===== config.mk =====
export PLATFORM = sky130hd
export DESIGN_NAME = ctlreg_wr_unit
export DESIGN_NICKNAME = d
export VERILOG_FILES = /design/src/rtl/ctlreg_pkg.sv /design/src/rtl/ctlreg_filter.sv /design/src/rtl/ctlreg_sp_bank.sv /design/src/rtl/ctlreg_file.sv /design/src/rtl/ctlreg_wr_unit.sv
export SDC_FILE = /design/constraint.sdc
export NUM_CORES = 1
export LEC_CHECK = 0
export BUFFER_PORTS_ARGS = -buffer_cell sky130_fd_sc_hd__buf_2
export CAP_MARGIN = 10
export CORE_ASPECT_RATIO = 1.5
export CORE_MARGIN = 2
export CORE_UTILIZATION = 40
export CTS_CLUSTER_DIAMETER = 80
export DETAILED_ROUTE_END_ITERATION = 10
export PLACE_DENSITY = 0.63
export SETUP_SLACK_MARGIN = 0.1
export SYNTH_ARGS = -nofsm -noshare
export SYNTH_HDL_FRONTEND = slang
export SYNTH_SLANG_ARGS = --single-unit

===== constraint.sdc =====
create_clock -name clk -period 4.9 [get_ports clk]
set_input_delay 0.735 -clock clk [delete_from_list [all_inputs] [get_ports clk]]
set_output_delay 0.735 -clock clk [all_outputs]
set_load 0.05 [all_outputs]

===== src/rtl/ctlreg_pkg.sv =====
package ctlreg_pkg;

  // register indices whose filtering depends on the index
  localparam int unsigned IDX_PSW  = 0;
  localparam int unsigned IDX_BPSW = 1;
  localparam int unsigned IDX_DPSW = 4;
  localparam int unsigned IDX_MODS = 10;
  localparam int unsigned IDX_MODE = 11;

  // status word bit positions
  localparam int unsigned B_SM = 15;
  localparam int unsigned B_EA = 13;
  localparam int unsigned B_DB = 12;
  localparam int unsigned B_DM = 11;
  localparam int unsigned B_IE = 10;
  localparam int unsigned B_RP = 9;
  localparam int unsigned B_MD = 8;
  localparam int unsigned B_FX = 7;
  localparam int unsigned B_ST = 6;
  localparam int unsigned B_F0 = 3;
  localparam int unsigned B_F1 = 2;
  localparam int unsigned B_C  = 0;

  localparam logic [15:0] STATUS_SW_MASK =
      (16'(1) << B_SM) | (16'(1) << B_EA) | (16'(1) << B_DB) |
      (16'(1) << B_IE) | (16'(1) << B_RP) | (16'(1) << B_MD) |
      (16'(1) << B_FX) | (16'(1) << B_ST) | (16'(1) << B_F0) |
      (16'(1) << B_F1) | (16'(1) << B_C);

  localparam logic [15:0] STATUS_HW_MASK = STATUS_SW_MASK | (16'(1) << B_DM);

  typedef enum logic [1:0] {
    CR_PLAIN,
    CR_STATUS,
    CR_ALIGNED
  } cr_kind_e;

endpackage


===== src/rtl/ctlreg_filter.sv =====
module ctlreg_filter
  import ctlreg_pkg::*;
#(
  parameter int DATA_W = 16,
  parameter int IDX_W  = 4
) (
  input  logic [IDX_W-1:0]  idx,
  input  logic [DATA_W-1:0] data,
  input  logic [DATA_W-1:0] keep,
  input  logic              hw,
  output logic [DATA_W-1:0] val,
  output logic              is_psw,
  output logic              st_fault
);

  localparam logic [DATA_W-1:0] SW_M    = DATA_W'(STATUS_SW_MASK);
  localparam logic [DATA_W-1:0] HW_M    = DATA_W'(STATUS_HW_MASK);
  localparam logic [DATA_W-1:0] ALIGN_M = ~DATA_W'(1);

  cr_kind_e          kind;
  logic [DATA_W-1:0] raw;

  always_comb begin
    if (idx == IDX_W'(IDX_PSW) || idx == IDX_W'(IDX_BPSW) ||
        idx == IDX_W'(IDX_DPSW)) begin
      kind = CR_STATUS;
    end else if (idx == IDX_W'(IDX_MODS) || idx == IDX_W'(IDX_MODE)) begin
      kind = CR_ALIGNED;
    end else begin
      kind = CR_PLAIN;
    end
  end

  always_comb begin
    case (kind)
      CR_STATUS:  raw = data & (hw ? HW_M : SW_M);
      CR_ALIGNED: raw = data & ALIGN_M;
      default:    raw = data;
    endcase
    val = raw & ~keep;
  end

  always_comb begin
    is_psw   = (idx == IDX_W'(IDX_PSW));
    st_fault = is_psw && !keep[B_ST] && !keep[B_FX] && val[B_ST] && !val[B_FX];
  end

endmodule


===== src/rtl/ctlreg_sp_bank.sv =====
module ctlreg_sp_bank #(
  parameter int DATA_W = 16,
  parameter int BANKS  = 2,
  localparam int SEL_W = (BANKS > 1) ? $clog2(BANKS) : 1
) (
  input  logic              clk,
  input  logic              rst,
  input  logic              save_en,
  input  logic [SEL_W-1:0]  save_sel,
  input  logic [DATA_W-1:0] save_data,
  input  logic [SEL_W-1:0]  load_sel,
  output logic [DATA_W-1:0] load_data
);

  logic [DATA_W-1:0] bank_rd [BANKS];

  for (genvar g = 0; g < BANKS; g++) begin : g_bank
    logic [DATA_W-1:0] q;
    always_ff @(posedge clk) begin
      if (rst) begin
        q <= '0;
      end else if (save_en && save_sel == SEL_W'(g)) begin
        q <= save_data;
      end
    end
    assign bank_rd[g] = q;
  end

  assign load_data = bank_rd[load_sel];

endmodule


===== src/rtl/ctlreg_file.sv =====
module ctlreg_file #(
  parameter int DATA_W   = 16,
  parameter int NUM_REGS = 16,
  localparam int IDX_W   = $clog2(NUM_REGS)
) (
  input  logic              clk,
  input  logic              rst,
  input  logic              wr_en,
  input  logic [IDX_W-1:0]  wr_idx,
  input  logic [DATA_W-1:0] wr_val,
  input  logic [DATA_W-1:0] wr_keep,
  input  logic [IDX_W-1:0]  rd_idx,
  output logic              commit,
  output logic [DATA_W-1:0] rd_data,
  output logic [DATA_W-1:0] psw
);

  logic [DATA_W-1:0] ent_rd [NUM_REGS];
  logic [DATA_W-1:0] cur;
  logic [DATA_W-1:0] nxt;

  assign cur    = ent_rd[wr_idx];
  assign commit = wr_en && ((cur & ~wr_keep) != wr_val);
  assign nxt    = (cur & wr_keep) | wr_val;

  for (genvar g = 0; g < NUM_REGS; g++) begin : g_ent
    logic [DATA_W-1:0] q;
    always_ff @(posedge clk) begin
      if (rst) begin
        q <= '0;
      end else if (commit && wr_idx == IDX_W'(g)) begin
        q <= nxt;
      end
    end
    assign ent_rd[g] = q;
  end

  always_ff @(posedge clk) begin
    if (rst) begin
      rd_data <= '0;
    end else begin
      rd_data <= ent_rd[rd_idx];
    end
  end

  assign psw = ent_rd[0];

endmodule


===== src/rtl/ctlreg_wr_unit.sv =====
module ctlreg_wr_unit
  import ctlreg_pkg::*;
#(
  parameter int DATA_W   = 16,
  parameter int NUM_REGS = 16,
  localparam int IDX_W   = $clog2(NUM_REGS)
) (
  input  logic              clk,
  input  logic              rst,
  input  logic              req_valid,
  input  logic [IDX_W-1:0]  req_idx,
  input  logic [DATA_W-1:0] req_data,
  input  logic [DATA_W-1:0] req_keep,
  input  logic              req_hw,
  input  logic [DATA_W-1:0] sp_cur,
  input  logic [IDX_W-1:0]  rd_idx,
  output logic [DATA_W-1:0] val_out,
  output logic              illegal_out,
  output logic              commit_out,
  output logic              sp_reload,
  output logic [DATA_W-1:0] sp_reload_data,
  output logic [DATA_W-1:0] rd_data,
  output logic [DATA_W-1:0] psw_out
);

  logic is_psw;
  logic st_fault;
  logic sm_touch;
  logic sm_old;
  logic sm_new;

  ctlreg_filter #(.DATA_W(DATA_W), .IDX_W(IDX_W)) u_filter (
    .idx      (req_idx),
    .data     (req_data),
    .keep     (req_keep),
    .hw       (req_hw),
    .val      (val_out),
    .is_psw   (is_psw),
    .st_fault (st_fault)
  );

  ctlreg_file #(.DATA_W(DATA_W), .NUM_REGS(NUM_REGS)) u_file (
    .clk     (clk),
    .rst     (rst),
    .wr_en   (req_valid),
    .wr_idx  (req_idx),
    .wr_val  (val_out),
    .wr_keep (req_keep),
    .rd_idx  (rd_idx),
    .commit  (commit_out),
    .rd_data (rd_data),
    .psw     (psw_out)
  );

  assign sm_old   = psw_out[B_SM];
  assign sm_new   = val_out[B_SM];
  assign sm_touch = req_valid && is_psw && !req_keep[B_SM];

  ctlreg_sp_bank #(.DATA_W(DATA_W), .BANKS(2)) u_sp_bank (
    .clk       (clk),
    .rst       (rst),
    .save_en   (sm_touch),
    .save_sel  (sm_old),
    .save_data (sp_cur),
    .load_sel  (sm_new),
    .load_data (sp_reload_data)
  );

  assign sp_reload   = sm_touch && (sm_new != sm_old);
  assign illegal_out = req_valid && st_fault;

endmodule


# Word level (Yosys, flattened, before mapping)
# Index checks and enable logic that the tools add are counted.
[word_totals]
reg_bits = 304
inputBits = 60
elab_cells = 99
[op_classes]
n_reduce_logical = 35
n_mux = 13
eq_ne = 19
bitwise = 10
order_cmp = 3
[ops]
columns = ["cell", "count"]
rows = [
  ["$bmux 16 s4", 2],
  ["$mux 16", 7],
  ["$and 16x16->16", 4],
  ["$eq 4x4->1 const B", 8],
  ["$pmux 16 s2", 1],
  ["$logic_and 1x1->1", 27],
  ["$eq 4x3->1 const B", 4],
  ["$ne 16x16->1", 1],
  ["$not 16->16", 1],
  ["$or 16x16->16", 1],
  ["$mux 12", 1],
  ["$ge 5x5->1 const B", 2],
  ["$not 4->5", 2],
  ["$eq 4x2->1 const B", 2],
  ["$eq 4x1->1 const B", 1],
  ["$logic_not 1->1", 4],
  ["$logic_not 4->1", 1],
  ["$mux 2", 2],
  ["$logic_or 1x1->1", 3],
  ["$eq 2x1->1 const B", 1],
  ["$eq 2x2->1 const B", 1],
  ["$ge 2x2->1 const B", 1],
  ["$not 1->2", 1],
  ["$ne 1x1->1", 1],
  ["$not 1->1", 1],
]

# Logic depth before layout (Yosys ltp)
# Gate-level depths: netlist (run 1).
[logic_depth]
word_depth = 11
depth_mapped = 16
ltp_nobuf = 9

# Modules after synthesis
# A second synthesis (run 1) with hierarchy kept.
[hier_totals]
hier_cells = 1529
area_unflattened_um2 = 16612.2
[modules_own_cells]
columns = ["module", "area_per_inst_um2", "instances", "cells_per_inst"]
rows = [
  ["ctlreg_file", 14846.7, 1, 1357],
  ["ctlreg_sp_bank", 1565.3, 1, 143],
  ["ctlreg_filter", 167.7, 1, 24],
  ["ctlreg_wr_unit", 32.5, 1, 5],
]

# Worst setup path after synthesis (run 1)
# Ideal clock, no wire load.
[synth_timing]
kind = "in2out"
start = "input port req_idx[2]"
end = "output port commit_out"
stages = 9
arrival_ps = 3622
path_slack_ps = 543
path_cell_list = "buf_4 -> buf_4 -> buf_2 -> mux4_2 -> mux2_2 -> xnor2_1 -> o31ai_1 -> nor4_2 -> a21boi_0"
[synth_between]
elab_chain_len = 9
word_cells_on_any_way = 21
classes_between = "eq/ne: 7; mux: 6; bitwise: 3; reduce/logical: 5"
[synth_rtl]
columns = ["item", "line_no", "source"]
rows = [
  ["from (decl)", "ctlreg_wr_unit.sv:11", "input logic [IDX_W-1:0] req_idx,"],
  ["$eq 4x4->1 (tied with other cells)", "ctlreg_filter.sv:27", "end else if (idx == IDX_W'(IDX_MODS) || idx == IDX_W'(IDX_MODE)) begin"],
  ["$logic_or 1x1->1 (on tied branches)", "ctlreg_filter.sv:27, ctlreg_filter.sv:24", ""],
  ["$mux 2 / $logic_or 1x1->1 (equally long branches)", "ctlreg_filter.sv:27, ctlreg_filter.sv:24", ""],
  ["$mux 2", "ctlreg_filter.sv:24", "if (idx == IDX_W'(IDX_PSW) || idx == IDX_W'(IDX_BPSW) ||"],
  ["$eq 2x2->1 / $eq 2x1->1 (equally long branches)", "ctlreg_filter.sv:35", "case (kind)"],
  ["$pmux 16 s2", "ctlreg_filter.sv:35", ""],
  ["$and 16x16->16", "ctlreg_filter.sv:40", "val = raw & ~keep;"],
  ["$ne 16x16->1 *", "ctlreg_file.sv:23", "assign commit = wr_en && ((cur & ~wr_keep) != wr_val);"],
  ["$logic_and 1x1->1 *", "ctlreg_file.sv:23", ""],
  ["to (decl)", "ctlreg_wr_unit.sv:19", "output logic commit_out,"],
]
# Mark *: on every way between the ends. The rest lies on a longest branch, timed or not. The select of a mux whose other input is x is not followed.

# Worst setup path in the final report (run 1)
# Same ends and word-level chain as after synthesis.

==> results of run 1 <==
## registers in the layout, summed over array words and instances, names as in the netlist
register / cells
u_sp_bank.g_bank.q: 32
u_file.psw: 16
u_file.g_ent.q: 240
u_file.rd_data: 16
## worst max-delay path, delay by kind of cell
kind / cells / cell delay [ns]
compound gates: 2 / 0.87
mux: 2 / 0.61
xor+xnor: 1 / 0.18
buf+inv: 3 / 0.98
simple gates: 3 / 0.46
## stage by stage
| step | utilization | instances | instance area, sq um |
|---|---|---|---|
| 5_1_grt | 0.4578 | 2241 | 19230 |
| 3_5_place_dp | 0.4320 | 2184 | 18150 |
| 3_3_place_gp | 0.4320 | 2184 | 18150 |
| 2_1_floorplan | - | 1566 | 17040 |
| 4_1_cts | 0.4575 | 2240 | 19220 |
| 6_report | 0.4578 | 2241 | 19230 |
## layout by cell type (no fill, tap or decap), types with 4 or more instances in the layout
cell type and n:
nor2_1 46, nand2b_1 262, clkinv_2 5, nor3_1 13
nand3_1 12, or2_2 11, dfxtp_1 304, clkinvlp_4 4
a221oi_1 6, o21ai_4 10, a31oi_1 4, o21ai_0 7
buf_2 122, a21oi_1 41, nor3b_1 8, mux2_2 25
xor2_1 13, clkbuf_8 11, xnor2_1 11, nor2b_1 29
and2_1 5, a22oi_1 19, clkbuf_16 30, or3_1 5
buf_4 67, nand2_1 97, a211o_1 5, mux4_2 111
buf_12 5, mux2i_1 331
## report_power, final
part | total, mW | internal, mW | leakage [nW] | switching [mW]
Combinational | 0.654 | 0.248 | 5.25 | 0.406
Clock | 2.49 | 1.45 | 0.521 | 1.04
Sequential | 2.52 | 2.50 | 2.45 | 0.0216
Total | 5.66 | 4.19 | 8.22 | 1.47
## what timing repair did
item | CTS | global route
endpoints found under the setup margin | 0 | 1
gates resized for setup | 0 | 1
hold buffers | 0 | 0
## area by class of cell
cell class / instances / area, sq um
fill: 3899 / 22780
multi-input combinational: 1116 / 10120
sequential: 304 / 6086
timing repair buffer: 196 / 1236
clock buffer: 43 / 909.6
tap: 564 / 705.7
clock inverter: 13 / 161.4
inverter: 5 / 18.77
## logic make-up (layout without fill, tap and decap cells)
family,Yosys count,after routing,share of synthesized area
simple gates,497,497,0.1610
mux,471,471,0.3637
flops,304,304,0.3572
buf+inv,146,257,0.05030
compound gates,124,124,0.05545
xor+xnor,24,24,0.01234
## final timing paths
path,startpoint,endpoint,cells past startpoint
worst max-delay path,req_idx[2],commit_out,11
worst min-delay path,sp_cur[13],u_sp_bank.g_bank[0].q[13],3
worst max register to register,u_file.psw[15],u_file.g_ent[5].q[8],11
worst min register to register,u_sp_bank.g_bank[0].q[14],u_sp_bank.g_bank[0].q[14],2
## metal layers
metal  up-vias  GRT usage  share of wire
met5         -          0              0
met4         0     0.1216          0.055
met3       126    0.02521          0.047
met2       414     0.4168           0.50
met1      6397     0.2856           0.40
li1       5750          -              -
==> metrics.yaml, run 1 <==
synth:
  yosys.area.top_type_share: 0.3572
  synth_area_leader_cell: "dfxtp_1"
  syn_nets: 1626
  synth-edff-count: 0
  synthesis.area_sq_um: 17040
  ys_ff_latch: 304
  ys_warn_count: 0
  synth_top_cells_by_count: "331 x mux2i_1, 304 x dfxtp_1, 262 x nand2b_1, 111 x mux4_2, 97 x nand2_1"
  ys.flop_type: "dfxtp_1"
  synthCells: 1566
  async_flop_share: 0
  ys_types: 57
  yosysMostFrequentCell: "mux2i_1"
  seq_area_frac_synth: 0.3572
  synthTopCellsByArea: "dfxtp_1 36%, mux2i_1 19%, mux4_2 15%, nand2b_1 9.6%, nand2_1 2.1%"
  avgSynthCellArea_sq_um: 10.88
critical_path:
  r2r_slack_ns: 1.29
  cp_max_fo: 31
  worst_ep_required_time_ns: 4.16
  critPathLaunchType: "primary input"
  slowest_stage: "a2111oi_0"
  worstSetupPathType: "primary input to output port"
  cp_cell_sequence: "buf_4 > buf_4 > mux4_2 > mux2i_1 > xor2_1 > nor3_1 > a2111oi_0 > nand4_1 > nor2_1 > a21boi_0 > buf_2"
  crit_top_cell: "buf_4"
  cpPeakStageDelay_ns: 0.69
  cp.arrival_ns: 3.85
  critPathCaptureType: "output port"
power_and_ir_drop:
  total_power_mw: 5.658
  vdd_ir_drop_max_v: 0.0002732
  p_per_area_nw_per_um2: 294.2
  p_leak_nw: 8.223
route:
  drc: 0
  drtPass1Iterations: 5
  drtIter0Drc: 858
  via_count: 12690
  drt-vias-per-instance: 5.661
  wl_per_cell_microns: 23.72
  ant_nets: 0
  wirelength_microns: 53150
clocking:
  clk_latency_ns: 0.58
  clk_pin_slew_ns: 0.07
  clock_tree.root_cell: "clkbuf_16"
  cts_max_level: 1
  cts_buffer_depth: 3
  cts_setup_buffers: 0
  tritoncts: "yes"
  cts_buffers: 30
  cts_sinks: 304
min_path:
  hp-class: "primary input to flop"
die:
  ios: 127
  start_util: 0.4055
  coreArea_sq_um: 42020
  dieArea_sq_um: 44290
  die_w_microns: 172.5
  die_height_microns: 256.8
  num_rows: 92
finish:
  drive_gt1_frac: 0.2475
  area_growth_pct: 12.90
  num-nets-final: 1713
  n_antenna_cell: 0
timing:
  fin_skew_ns: 0.01743
  hold_violations: 0
  max_freq_mhz: 218.3
  finalCritPeriodShare: 0.9350
  slew_headroom: 0.1891
  rsz0062_at_grt: "no"
  setup_violations: 0
  layout_setup_ws_ns: 0.3185
  final_max_slew_viol_count: 0
  worst_pin_slew_ns: 1.214
  holdWs_ns: 0.4104
  tns_ns: 0
  min_period_ns: 4.582
placed_design:
  place_congestion: 0.8853
  pre_cts_slack_ns: 0.2929
  place_hpwl_microns: 36590
  portBuffers: 126
global_routing:
  antenna_found_initial: 0
  grt_max_degree: 150
  grt_pass1_vias: 12950
  grt_pass1_wl_microns: 81090
  grt_remaining_overflow: 0
  grtUsageTotal: 0.2369
outcome:
  status: "finished, final reports clean"
run:
  max_cap_viol_count: 0
Power figures use the tool's default switching activity.
==> run 2, diff against run 1 <==
==> constraint.sdc (replaced) <==
create_clock -name clk -period 5.9 [get_ports clk]
set_input_delay 0.885 -clock clk [delete_from_list [all_inputs] [get_ports clk]]
set_output_delay 0.885 -clock clk [all_outputs]
set_load 0.05 [all_outputs]
==> metrics.yaml, run 2 (synthesis results as in run 1) <==
critical_path:
  critPathTopFamily: "simple AND/OR/NAND/NOR gates"  # was buffers and inverters
  cp.arrival_ns: 4.67  # was 3.85 ns
  cp_num_buf_inv: 3  # unchanged
  cp_max_fo: 36  # was 31
  cpPeakStageDelay_ns: 0.97  # was 0.69 ns
  cp_cell_sequence: "buf_4 > buf_4 > nor2_1 > a22oi_1 > nand2_1 > xor2_1 > a2111oi_0 > nand4_1 > nor2_1 > a21boi_0 > buf_2"  # was buf_4 > buf_4 > mux4_2 > mux2i_1 > xor2_1 > nor3_1 > a2111oi_0 > nand4_1 > nor2_1 > a21boi_0 > buf_2
  r2r_slack_ns: 1.84  # was 1.29 ns
  slowest_stage: "nor2_1"  # was a2111oi_0
  worst_ep_required_time_ns: 5.02  # was 4.16 ns
  worstSetupPathType: "primary input to output port"  # unchanged
  critPathLaunchType: "primary input"  # unchanged
  critPathCaptureType: "output port"  # unchanged
die:
  start_util: 0.4055  # unchanged
  num_rows: 92  # unchanged
  ios: 127  # unchanged
  die_w_microns: 172.5  # unchanged
  coreArea_sq_um: 42020  # unchanged
  dieArea_sq_um: 44290  # unchanged
  die_height_microns: 256.8  # unchanged
global_routing:
  grt_remaining_overflow: 0  # unchanged
  grt_max_degree: 115  # was 150
  grtUsageTotal: 0.2362  # was 0.2369
  grt_pass1_vias: 13010  # was 12950
  grt_pass1_wl_microns: 79710  # was 81090 microns
  antenna_found_initial: 0  # unchanged
power_and_ir_drop:
  p_seq_frac: 0.456  # was 0.445
  p_leak_nw: 8.124  # was 8.223 nW
  p_sw_mw: 1.223  # was 1.465 mW
  vdd_ir_drop_max_v: 0.0002227  # was 0.0002732 V
  swShare: 0.2669  # was 0.2590
  p_int_mw: 3.360  # was 4.193 mW
  combinationalPowerShare: 0.117  # was 0.116
  clockPowerShare: 0.427  # was 0.439
  p_per_area_nw_per_um2: 240.7  # was 294.2 nW/um^2
  total_power_mw: 4.584  # was 5.658 mW
timing:
  setup_violations: 0  # unchanged
  max_freq_mhz: 179.9
  fin_skew_ns: 0.03292  # was 0.01743 ns
  tns_ns: 0  # unchanged
  layout_setup_ws_ns: 0.3410  # was 0.3185 ns
  rsz0062_at_grt: "no"  # unchanged
  hold_violations: 0  # unchanged
  finalCritPeriodShare: 0.9422
  final_max_slew_viol_count: 0  # unchanged
  min_period_ns: 5.559
  worst_pin_slew_ns: 1.275  # was 1.214 ns
  slew_headroom: 0.1468  # was 0.1891
  holdWs_ns: 0.4526  # was 0.4104 ns
finish:
  n_antenna_cell: 0  # unchanged
  final_common_cell: "mux2i_1"  # unchanged
  fillerInstances: 3946  # was 3899
  multi_input_area_sq_um: 10120  # about the same
  reg.largest.list: "u_file.g_ent.q (240), u_sp_bank.g_bank.q (32)"  # unchanged
  seqCellArea_sq_um: 6086  # unchanged
  final_core_util: 0.4532  # was 0.4578
  drive_gt1_frac: 0.2376  # was 0.2475
  num-nets-final: 1694  # was 1713
  largest_reg_flops: 240  # unchanged
  area_growth_pct: 11.77  # was 12.90%
  layout_common_cells: "331 x mux2i_1, 304 x dfxtp_1, 262 x nand2b_1"  # unchanged
  top_register: "u_file.g_ent.q"  # unchanged
route:
  via_count: 12600  # was 12690
  wirelength_microns: 53680  # was 53150 microns
  drc: 0  # unchanged
  drt-vias-per-instance: 5.672  # was 5.661
  drtIter0Drc: 926  # was 858
  drtPass1Iterations: 5  # unchanged
  wl_per_cell_microns: 24.16  # was 23.72 microns
  ant_nets: 0  # unchanged
clocking:
  clk_pin_slew_ns: 0.06  # was 0.07 ns
  cts_buffer_depth: 3  # unchanged
  cts_setup_buffers: 0  # unchanged
  clk_latency_ns: 0.59  # was 0.58 ns
  cts_buffers: 30  # unchanged
  cts_max_level: 1  # unchanged
  cts_sinks: 304  # unchanged
  hold_buffers: 0  # unchanged
  clock_tree.root_cell: "clkbuf_16"  # unchanged
  tritoncts: "yes"  # unchanged
min_path:
  hp-class: "flop to flop"  # was primary input to flop
run:
  max_cap_viol_count: 0  # unchanged
placed_design:
  place_congestion: 0.8795  # was 0.8853
  pre_cts_slack_ns: 0.2038  # was 0.2929 ns
  place_hpwl_microns: 36320  # was 36590 microns
  portBuffers: 126  # unchanged
outcome:
  status: "finished, final reports clean"  # unchanged
## run 2: changes by cell type in the layout (fill, tap and decap cells not counted), sizes merged
cell | previous run | this run
clkbuf | 43 | 42
clkinv | 8 | 12
buf | 196 | 177
clkinvlp | 4 | 2
bufinv | 3 | 2
## run 2: through the flow
stage / instances / instance area (sq um)
floorplan: 1566 / 17040
global placement: 2166 / 18050
detailed placement: 2166 / 18060
CTS: 2222 / 19040
global route: 2222 / 19040
finish: 2222 / 19040
## run 2: final timing paths
check / start / endpoint / depth (start not counted)
setup / recovery: req_idx[0] / commit_out / 11
hold / removal: u_sp_bank.g_bank[1].q[11] / u_sp_bank.g_bank[1].q[11] / 2
setup reg to reg: u_file.g_ent[15].q[1] / u_file.g_ent[14].q[4] / 10
hold reg to reg: u_sp_bank.g_bank[1].q[11] / u_sp_bank.g_bank[1].q[11] / 2
## run 2: cell type report
cell class | instances | share of cell area
clock buffers | 42 | 0.04442
flip-flops and latches | 304 | 0.3196
inverters | 5 | 0.0009855
well taps | 564 | 0.03706
repair buffers | 177 | 0.05920
clock inverters | 14 | 0.007162
multi-input cells | 1116 | 0.5316
## run 2: repair_timing
item,CTS,global route
hold endpoints to repair,0,0
setup endpoints to repair,0,1
resized for setup,0,2
## run 2: worst register-to-register path: stages, from the launching register on
cell       delay, ns
dfxtp_1         0.33
mux4_2          0.46
mux2i_1         0.37
xor2_1          0.20
nor3_1          0.06
a2111oi_0       0.74
nand4_1         0.21
or2_1           0.52
o21ai_4         0.61
buf_12          0.27
mux2i_1         0.22
## run 2: metal layers
layer	part of all wire	vias to the layer above	wire (microns)	global-route usage
met4	0.061	0	3282	0.1360
li1	-	5707	-	-
met3	0.051	142	2715	0.02743
met1	0.39	6296	20820	0.2752
met5	0	-	0	0
met2	0.50	458	26860	0.4182
## run 2: power groups by stage
| stage | combinational [mW] | sequential (mW) | clock (mW) |
|---|---|---|---|
| finish | 0.537 | 2.09 | 1.96 |
| global route | 0.565 | 2.09 | 2.06 |
| CTS | 0.535 | 2.09 | 1.99 |
| detailed placement | 0.532 | 2.14 | 0 |
| global placement | 0.530 | 2.14 | 0 |
| floorplan | 0.372 | 2.14 | 0 |
